<file path="config.mk">
export PLATFORM = sky130hd
export DESIGN_NAME = brg_diag_regs
export DESIGN_NICKNAME = d
export VERILOG_FILES = /design/src/rtl/brg_diag_pkg.sv /design/src/rtl/brg_diag_decode.sv /design/src/rtl/brg_diag_status.sv /design/src/rtl/brg_diag_ctrl.sv /design/src/rtl/brg_diag_resp.sv /design/src/rtl/brg_diag_regs.sv
export SDC_FILE = /design/constraint.sdc
export NUM_CORES = 1
export LEC_CHECK = 0
export CAP_MARGIN = 20
export CORE_UTILIZATION = 31
export CTS_BUF_LIST = sky130_fd_sc_hd__clkbuf_4
export DETAILED_ROUTE_END_ITERATION = 16
export PLACE_DENSITY = 0.9
export SYNTH_ARGS = -nofsm -noshare
export SYNTH_HDL_FRONTEND = slang
export SYNTH_SLANG_ARGS = --single-unit
</file>
<file path="constraint.sdc">
create_clock -name clk -period 1.65 [get_ports clk]
set_input_delay 0.33 -clock clk [delete_from_list [all_inputs] [get_ports clk]]
set_output_delay 0.33 -clock clk [all_outputs]
set_load 0.005 [all_outputs]
</file>
<file path="src/rtl/brg_diag_pkg.sv">
`timescale 1ns/1ps
package brg_diag_pkg;

   // status register layout, LSB first: abort, mismatch, direction, privilege
   typedef struct packed {
      logic nonpriv;
      logic rd;
      logic mis;
      logic abt;
   } stat_t;

   // writable control bits, register bits 3..1
   typedef struct packed {
      logic dps_en;
      logic ocp_mask;
      logic dma_mask;
   } ctrl_t;

   localparam int STAT_BITS = 4;
   localparam int CTRL_LSB  = 1;
   localparam int CTRL_BITS = 3;
   localparam int N_INIT    = 2;   // index 0 = DMA, 1 = on-chip port

endpackage

</file>
<file path="src/rtl/brg_diag_decode.sv">
`timescale 1ns/1ps
module brg_diag_decode #(
   parameter int ADDR_W   = 8,
   parameter int STAT_OFS = 'h1C,
   parameter int CTRL_OFS = 'h20
) (
   input  logic              reg_sel,
   input  logic              reg_wr,
   input  logic [ADDR_W-1:0] reg_addr,
   output logic              stat_hit,
   output logic              ctrl_hit,
   output logic              stat_clr,
   output logic              ctrl_we
);
   localparam logic [ADDR_W-1:0] STAT_A = ADDR_W'(STAT_OFS);
   localparam logic [ADDR_W-1:0] CTRL_A = ADDR_W'(CTRL_OFS);

   always_comb begin
      stat_hit = reg_sel && (reg_addr == STAT_A);
      ctrl_hit = reg_sel && (reg_addr == CTRL_A);
      stat_clr = stat_hit && !reg_wr;
      ctrl_we  = ctrl_hit && reg_wr;
   end
endmodule

</file>
<file path="src/rtl/brg_diag_status.sv">
`timescale 1ns/1ps
module brg_diag_status
   import brg_diag_pkg::*;
(
   input  logic  clk,
   input  logic  rst_n,
   input  logic  clr,
   input  logic  evt_abort,
   input  logic  evt_size_mis,
   input  logic  cur_read,
   input  logic  cur_nonpriv,
   output stat_t stat
);
   logic any_evt;
   assign any_evt = evt_abort | evt_size_mis;

   always_ff @(posedge clk or negedge rst_n) begin
      if (!rst_n) begin
         stat <= '0;
      end else begin
         // a new event wins over the read clear
         stat.abt <= (stat.abt & ~clr) | evt_abort;
         stat.mis <= (stat.mis & ~clr) | evt_size_mis;
         if (any_evt) begin
            stat.rd      <= cur_read;
            stat.nonpriv <= cur_nonpriv;
         end
      end
   end
endmodule

</file>
<file path="src/rtl/brg_diag_ctrl.sv">
`timescale 1ns/1ps
module brg_diag_ctrl
   import brg_diag_pkg::*;
#(
   parameter bit DMA_MASK_RST = 1'b1,
   parameter bit OCP_MASK_RST = 1'b0
) (
   input  logic                 clk,
   input  logic                 rst_n,
   input  logic                 we,
   input  logic [CTRL_BITS-1:0] wbits,
   output ctrl_t                ctrl
);
   localparam ctrl_t RST_VAL = '{dps_en: 1'b0, ocp_mask: OCP_MASK_RST,
                                 dma_mask: DMA_MASK_RST};

   always_ff @(posedge clk or negedge rst_n) begin
      if (!rst_n)  ctrl <= RST_VAL;
      else if (we) ctrl <= ctrl_t'(wbits);
   end
endmodule

</file>
<file path="src/rtl/brg_diag_resp.sv">
`timescale 1ns/1ps
module brg_diag_resp
   import brg_diag_pkg::*;
(
   input  ctrl_t             ctrl,
   input  logic [N_INIT-1:0] abort_in,
   input  logic              bridge_busy,
   output logic [N_INIT-1:0] abort_out,
   output logic              clk_en
);
   logic [N_INIT-1:0] mask;
   assign mask = {ctrl.ocp_mask, ctrl.dma_mask};

   for (genvar i = 0; i < N_INIT; i++) begin : g_init
      assign abort_out[i] = abort_in[i] & ~mask[i];
   end

   assign clk_en = !ctrl.dps_en || bridge_busy;
endmodule

</file>
<file path="src/rtl/brg_diag_regs.sv">
`timescale 1ns/1ps
module brg_diag_regs
   import brg_diag_pkg::*;
#(
   parameter int ADDR_W       = 8,
   parameter int DATA_W       = 16,
   parameter int STAT_OFS     = 'h1C,
   parameter int CTRL_OFS     = 'h20,
   parameter bit DMA_MASK_RST = 1'b1,
   parameter bit RD_FLOP      = 1'b0
) (
   input  logic              clk,
   input  logic              rst_n,
   input  logic              reg_sel,
   input  logic              reg_wr,
   input  logic [ADDR_W-1:0] reg_addr,
   input  logic [DATA_W-1:0] reg_wdata,
   output logic [DATA_W-1:0] reg_rdata,
   input  logic              evt_abort,
   input  logic              evt_size_mis,
   input  logic              cur_read,
   input  logic              cur_nonpriv,
   input  logic              dma_abort_in,
   input  logic              ocp_abort_in,
   input  logic              bridge_busy,
   output logic              dma_abort_out,
   output logic              ocp_abort_out,
   output logic              bridge_clk_en
);
   localparam int PAD_W = DATA_W - STAT_BITS;

   if (DATA_W < STAT_BITS) begin : g_bad_w
      $error("DATA_W must hold the four status bits");
   end
   if (STAT_OFS == CTRL_OFS) begin : g_bad_ofs
      $error("register offsets must differ");
   end
   if ((STAT_OFS >> ADDR_W) != 0 || (CTRL_OFS >> ADDR_W) != 0) begin : g_bad_a
      $error("offsets do not fit in ADDR_W");
   end

   logic stat_hit, ctrl_hit, stat_clr, ctrl_we;
   stat_t stat_q;
   ctrl_t ctrl_q;
   logic [N_INIT-1:0] ab_in, ab_out;
   logic [DATA_W-1:0] rd_mux;
   logic unused_wdata;

   assign unused_wdata = ^{reg_wdata[DATA_W-1:CTRL_LSB+CTRL_BITS],
                           reg_wdata[CTRL_LSB-1:0]};

   brg_diag_decode #(.ADDR_W(ADDR_W), .STAT_OFS(STAT_OFS), .CTRL_OFS(CTRL_OFS))
      u_dec (.reg_sel(reg_sel), .reg_wr(reg_wr), .reg_addr(reg_addr),
             .stat_hit(stat_hit), .ctrl_hit(ctrl_hit),
             .stat_clr(stat_clr), .ctrl_we(ctrl_we));

   brg_diag_status u_stat (
      .clk(clk), .rst_n(rst_n), .clr(stat_clr),
      .evt_abort(evt_abort), .evt_size_mis(evt_size_mis),
      .cur_read(cur_read), .cur_nonpriv(cur_nonpriv), .stat(stat_q));

   brg_diag_ctrl #(.DMA_MASK_RST(DMA_MASK_RST), .OCP_MASK_RST(1'b0)) u_ctrl (
      .clk(clk), .rst_n(rst_n), .we(ctrl_we),
      .wbits(reg_wdata[CTRL_LSB+CTRL_BITS-1:CTRL_LSB]), .ctrl(ctrl_q));

   assign ab_in = {ocp_abort_in, dma_abort_in};

   brg_diag_resp u_resp (
      .ctrl(ctrl_q), .abort_in(ab_in), .bridge_busy(bridge_busy),
      .abort_out(ab_out), .clk_en(bridge_clk_en));

   assign dma_abort_out = ab_out[0];
   assign ocp_abort_out = ab_out[1];

   always_comb begin
      rd_mux = '0;
      if (stat_hit)      rd_mux = {{PAD_W{1'b0}}, stat_q};
      else if (ctrl_hit) rd_mux = {{PAD_W{1'b0}}, ctrl_q, 1'b0};
   end

   if (RD_FLOP) begin : g_rd_flop
      always_ff @(posedge clk or negedge rst_n) begin
         if (!rst_n)                  reg_rdata <= '0;
         else if (reg_sel && !reg_wr) reg_rdata <= rd_mux;
      end
   end else begin : g_rd_comb
      assign reg_rdata = rd_mux;
   end
endmodule

</file>
Word level (Yosys, flattened, before mapping)
Index checks and enable logic that the tools add are counted.
W data, S select, Z words.
Word-level totals
  bits in registers: 7
  input port bits: 35
  output and inout port bits: 19
  logic and storage cells: 28
Cells by class
  equal/unequal tests: 2
  muxes and demuxes: 2
  bitwise logic cells: 10
  reductions and logical operators: 7
Operators with widths (number)
  $eq A8 B5 Y1 const B: 1
  $eq A8 B6 Y1 const B: 1
  $mux W4: 2
  $and A1 B1 Y1: 4
  $logic_and A1 B1 Y1: 4
  $not A1 Y1: 3
  $or A1 B1 Y1: 3
  $logic_not A1 Y1: 2
  $logic_or A1 B1 Y1: 1

Logic depth before layout (Yosys ltp)
  word-level depth: 6
  gate-level depth with buffers: 3
  gate-level depth less buffers: 3

Cells and area by module
Synthesis repeated with hierarchy kept, for this count alone.
Unflattened totals
  cell total of the unflattened synthesis: 50
  area, all modules: 486.7 sq um
By module, submodules not included
  brg_diag_status: instances 1, cells an instance 10, area each 146.4 sq um, seq. area each 100.1 sq um
  brg_diag_regs: instances 1, cells an instance 23, area each 137.6 sq um, seq. area each 0.0 sq um
  brg_diag_ctrl: instances 1, cells an instance 6, area each 110.1 sq um, seq. area each 76.3 sq um
  brg_diag_decode: instances 1, cells an instance 8, area each 58.8 sq um, seq. area each 0.0 sq um
  brg_diag_resp: instances 1, cells an instance 3, area each 33.8 sq um, seq. area each 0.0 sq um

Worst setup path after synthesis
Ideal clock, no wire load.
  path type: input to output
  start: input reg_addr[1]
  end: output reg_rdata[1]
  arrival: 1.037 ns
  slack: 0.283 ns
  stages: 2
  buffers on the path: 0
  cell sequence: or4_1 a21oi_1
Between the ends
  cells in the longest elaborated chain, start to end: 4
  elaborated cells between the ends (all ways): 6
RTL lines
  start, declared: line brg_diag_regs.sv:16  | input logic [ADDR_W-1:0] reg_addr,
  $eq A8 B6 Y1: line brg_diag_decode.sv:20  | ctrl_hit = reg_sel && (reg_addr == CTRL_A);
  $logic_and A1 B1 Y1: line brg_diag_decode.sv:20
  $mux W4: line brg_diag_regs.sv:78  | else if (ctrl_hit) rd_mux = {{PAD_W{1'b0}}, ctrl_q, 1'b0};
  $mux W4 *: line brg_diag_regs.sv:77  | if (stat_hit) rd_mux = {{PAD_W{1'b0}}, stat_q};
  end, declared: line brg_diag_regs.sv:18  | output logic [DATA_W-1:0] reg_rdata,
Every way passes the cells marked *; elsewhere a longest branch is shown, timed or not.

Final worst setup path
  start: input reg_addr[7]
  end: output reg_rdata[3]
Same word-level chain as after synthesis.

==> flow_summary.ini <==
[outcome]
status = finished with violations
violations = negative setup slack

[clocking]
cts_tree = done
cts_sinks = 7
cts_root_buf = clkbuf_4
h-tree-depth = 1
worstSkewPairLatency_ns = 0.24
cts_buffers = 3
clockBufferDepth = 2
clk_pin_slew_ns = 0.05

[floorplan]
fp.coreArea_mm2 = 0.00152
die_h_um = 42.4
start_util_pct = 33.3
num_rows = 14
io_pins = 54
fp.dieArea_mm2 = 0.00180
die_x_um = 42.4

[placed_design]
dpl_cell_area_um2 = 791
hpwl_um = 894
dp_cells = 95
port_buffers = 28
place_congestion = 0.729

[cells_and_area]
drive_gt1_share_pct = 46.6
layout_common_cells = 12 x conb_1, 12 x clkdlybuf4s50_1, 8 x buf_2, 8 x buf_4, 6 x dfrtp_1
fin_area_um2 = 867
fin_cells = 104
n_fill_cell = 140
areaGrowthSynthToFinish_pct = 71.1
num_antenna_cells = 0
fin_nets = 124

[routing]
ant_nets = 0
wirelength_um = 1210
drc = 0
avgRoutedWirePerCell_um = 11.7
first_pass_iters = 4
via_count = 484
vias_per_cell = 4.65
drt_iter0_drc = 5

[sta]
fin_ws_ns = -0.0209
holdWs_ns = 0.336
tns_ns = -0.0300
fin_crit_sh_pct = 101
setup_viol = 2
finalHoldViolCount = 0
clock_skew_ns = 0
slew_violations = 0
fin_crit_ns = 1.67
fmax_mhz = 598
rsz0062_at_grt = true

[yosys]
yosysWarnings = 0
syn_inst = 48
synth_area_per_cell_um2 = 10.6
synth.area.top_cells = dfrtp_1 30%, buf_4 18%, mux2_1 6.7%
yosys.cell_types.count = 20
synth_top_cell_by_area = dfrtp_1
yosysSeqAreaShare_pct = 34.8
synth_seq_cells = 7
synth_top_cell_area_share_pct = 29.6
syn-cell-area_um2 = 507

[critical_path]
cp_data_required_time_ns = 1.32
critPathKind = in -> out
timing.rr.start = u_ctrl.ctrl[1]$_DFFE_PN0P_
crit_start = reg_addr[7]
start_kind = primary input
cp-end-kind = output pin
crit_end = reg_rdata[3]
rr_worst_depth = 1
timing.rr.end = u_ctrl.ctrl[1]$_DFFE_PN0P_
path_max_fanout = 2
cp.arrival_ns = 1.34
rrSetupSlack_ns = 0.81

[pwr]
powerDensity_mw_per_mm2 = 524
cellLeakagePower_nw = 0.395
ir_drop_mv = 0.362
power_mw = 0.455

[global_routing]
grt_first_pass_wirelength_um = 1990
antenna_found_initial = 0
grt.overflow.total = 0
grt_pass1_vias = 488
grt_usage_pct = 14.5
grt_max_degree = 10

[hold_path]
hold_path_class = in -> async

[run]
maxCapViolCount = 0
==> cells by family (layout without fill, tap and decap cells) <==
logic type,after synthesis,count (layout),synth area share [%]
AND/OR/NAND/NOR,17,17,28.6
buffers and inverters,13,42,18.8
flip-flops,7,7,34.8
AO/OA/AOI/OAI,5,5,5.92
multiplexers,5,5,11.1
other,1,12,0.740
==> sequential cells by signal, summed over array words and instances, names as in the netlist <==
| signal | count |
|---|---|
| u_ctrl.ctrl | 3 |
| u_stat.stat | 4 |
==> layout make-up <==
class | instances | area (µm²) | area share (%)
flip-flops and latches | 7 | 176 | 20.3
repair buffers | 38 | 315 | 36.4
multi-input cells | 39 | 325 | 37.5
well taps | 16 | 20.0 | 2.31
clock buffers | 4 | 30.0 | 3.46
==> where the power goes <==
group,internal (mW),switching (mW)
registers,0.179,0.00468
clock network,0.109,0.0615
logic,0.0622,0.0389
total,0.350,0.105
==> layer usage <==
metal / track usage (%) / routed length, µm
met1: 15.5 / 419
met5: 0 / 0
met3: 2.59 / 84
met2: 26.5 / 697
met4: 8.13 / 11
==> cell usage after synthesis <==
library cell	count
dfrtp_1	6
mux2_1	3
dfstp_2	1
clkbuf_2	1
nor4b_4	1
mux2_2	2
a21oi_1	3
nand4_2	1
or4_1	1
nand2b_1	1
a21o_1	2
and4b_1	1
nand4b_1	1
nor2_1	1
conb_1	1
nor4_4	1
nor2b_1	2
and4_1	1
buf_4	12
nand3_1	6
==> stage by stage <==
| stage | setup WS (ns) | util (%) |
|---|---|---|
| after global placement | -0.727 | 51.9 |
| final | -0.0209 | 56.9 |
| after global routing | -0.0367 | 56.9 |
| after CTS | -0.0150 | 55.4 |
| after floorplan | 0.283 | - |
| after detailed placement | -0.765 | 51.9 |
==> how the worst min path moves through the flow <==
stage | slack (ns) | cells after the start | end
detailed placement | 0.46 | 1 | u_stat.stat[0]$_DFF_PN0_
global placement | 0.46 | 1 | u_stat.stat[0]$_DFF_PN0_
finish | 0.34 | 1 | u_stat.stat[1]$_DFF_PN0_
global route | 0.37 | 1 | u_stat.stat[1]$_DFF_PN0_
floorplan | 0.03 | 0 | u_ctrl.ctrl[1]$_DFFE_PN0P_
CTS | 0.35 | 1 | u_stat.stat[3]$_DFFE_PN0P_
==> timing repair <==
item | CTS | global route
hold buffers | 0 | 0
buffers inserted | 3 | 2
setup endpoints to repair | 10 | 4
cloned | 0 | 0
resized for setup | 56 | 8
pin swaps | 8 | 6
==> worst max-delay path: stages <==
cell and delay (ns):
buf_6 0.09, or4_4 0.54, buf_4 0.16, a21oi_2 0.10, buf_2 0.12
(Power assumes the default switching activity.)
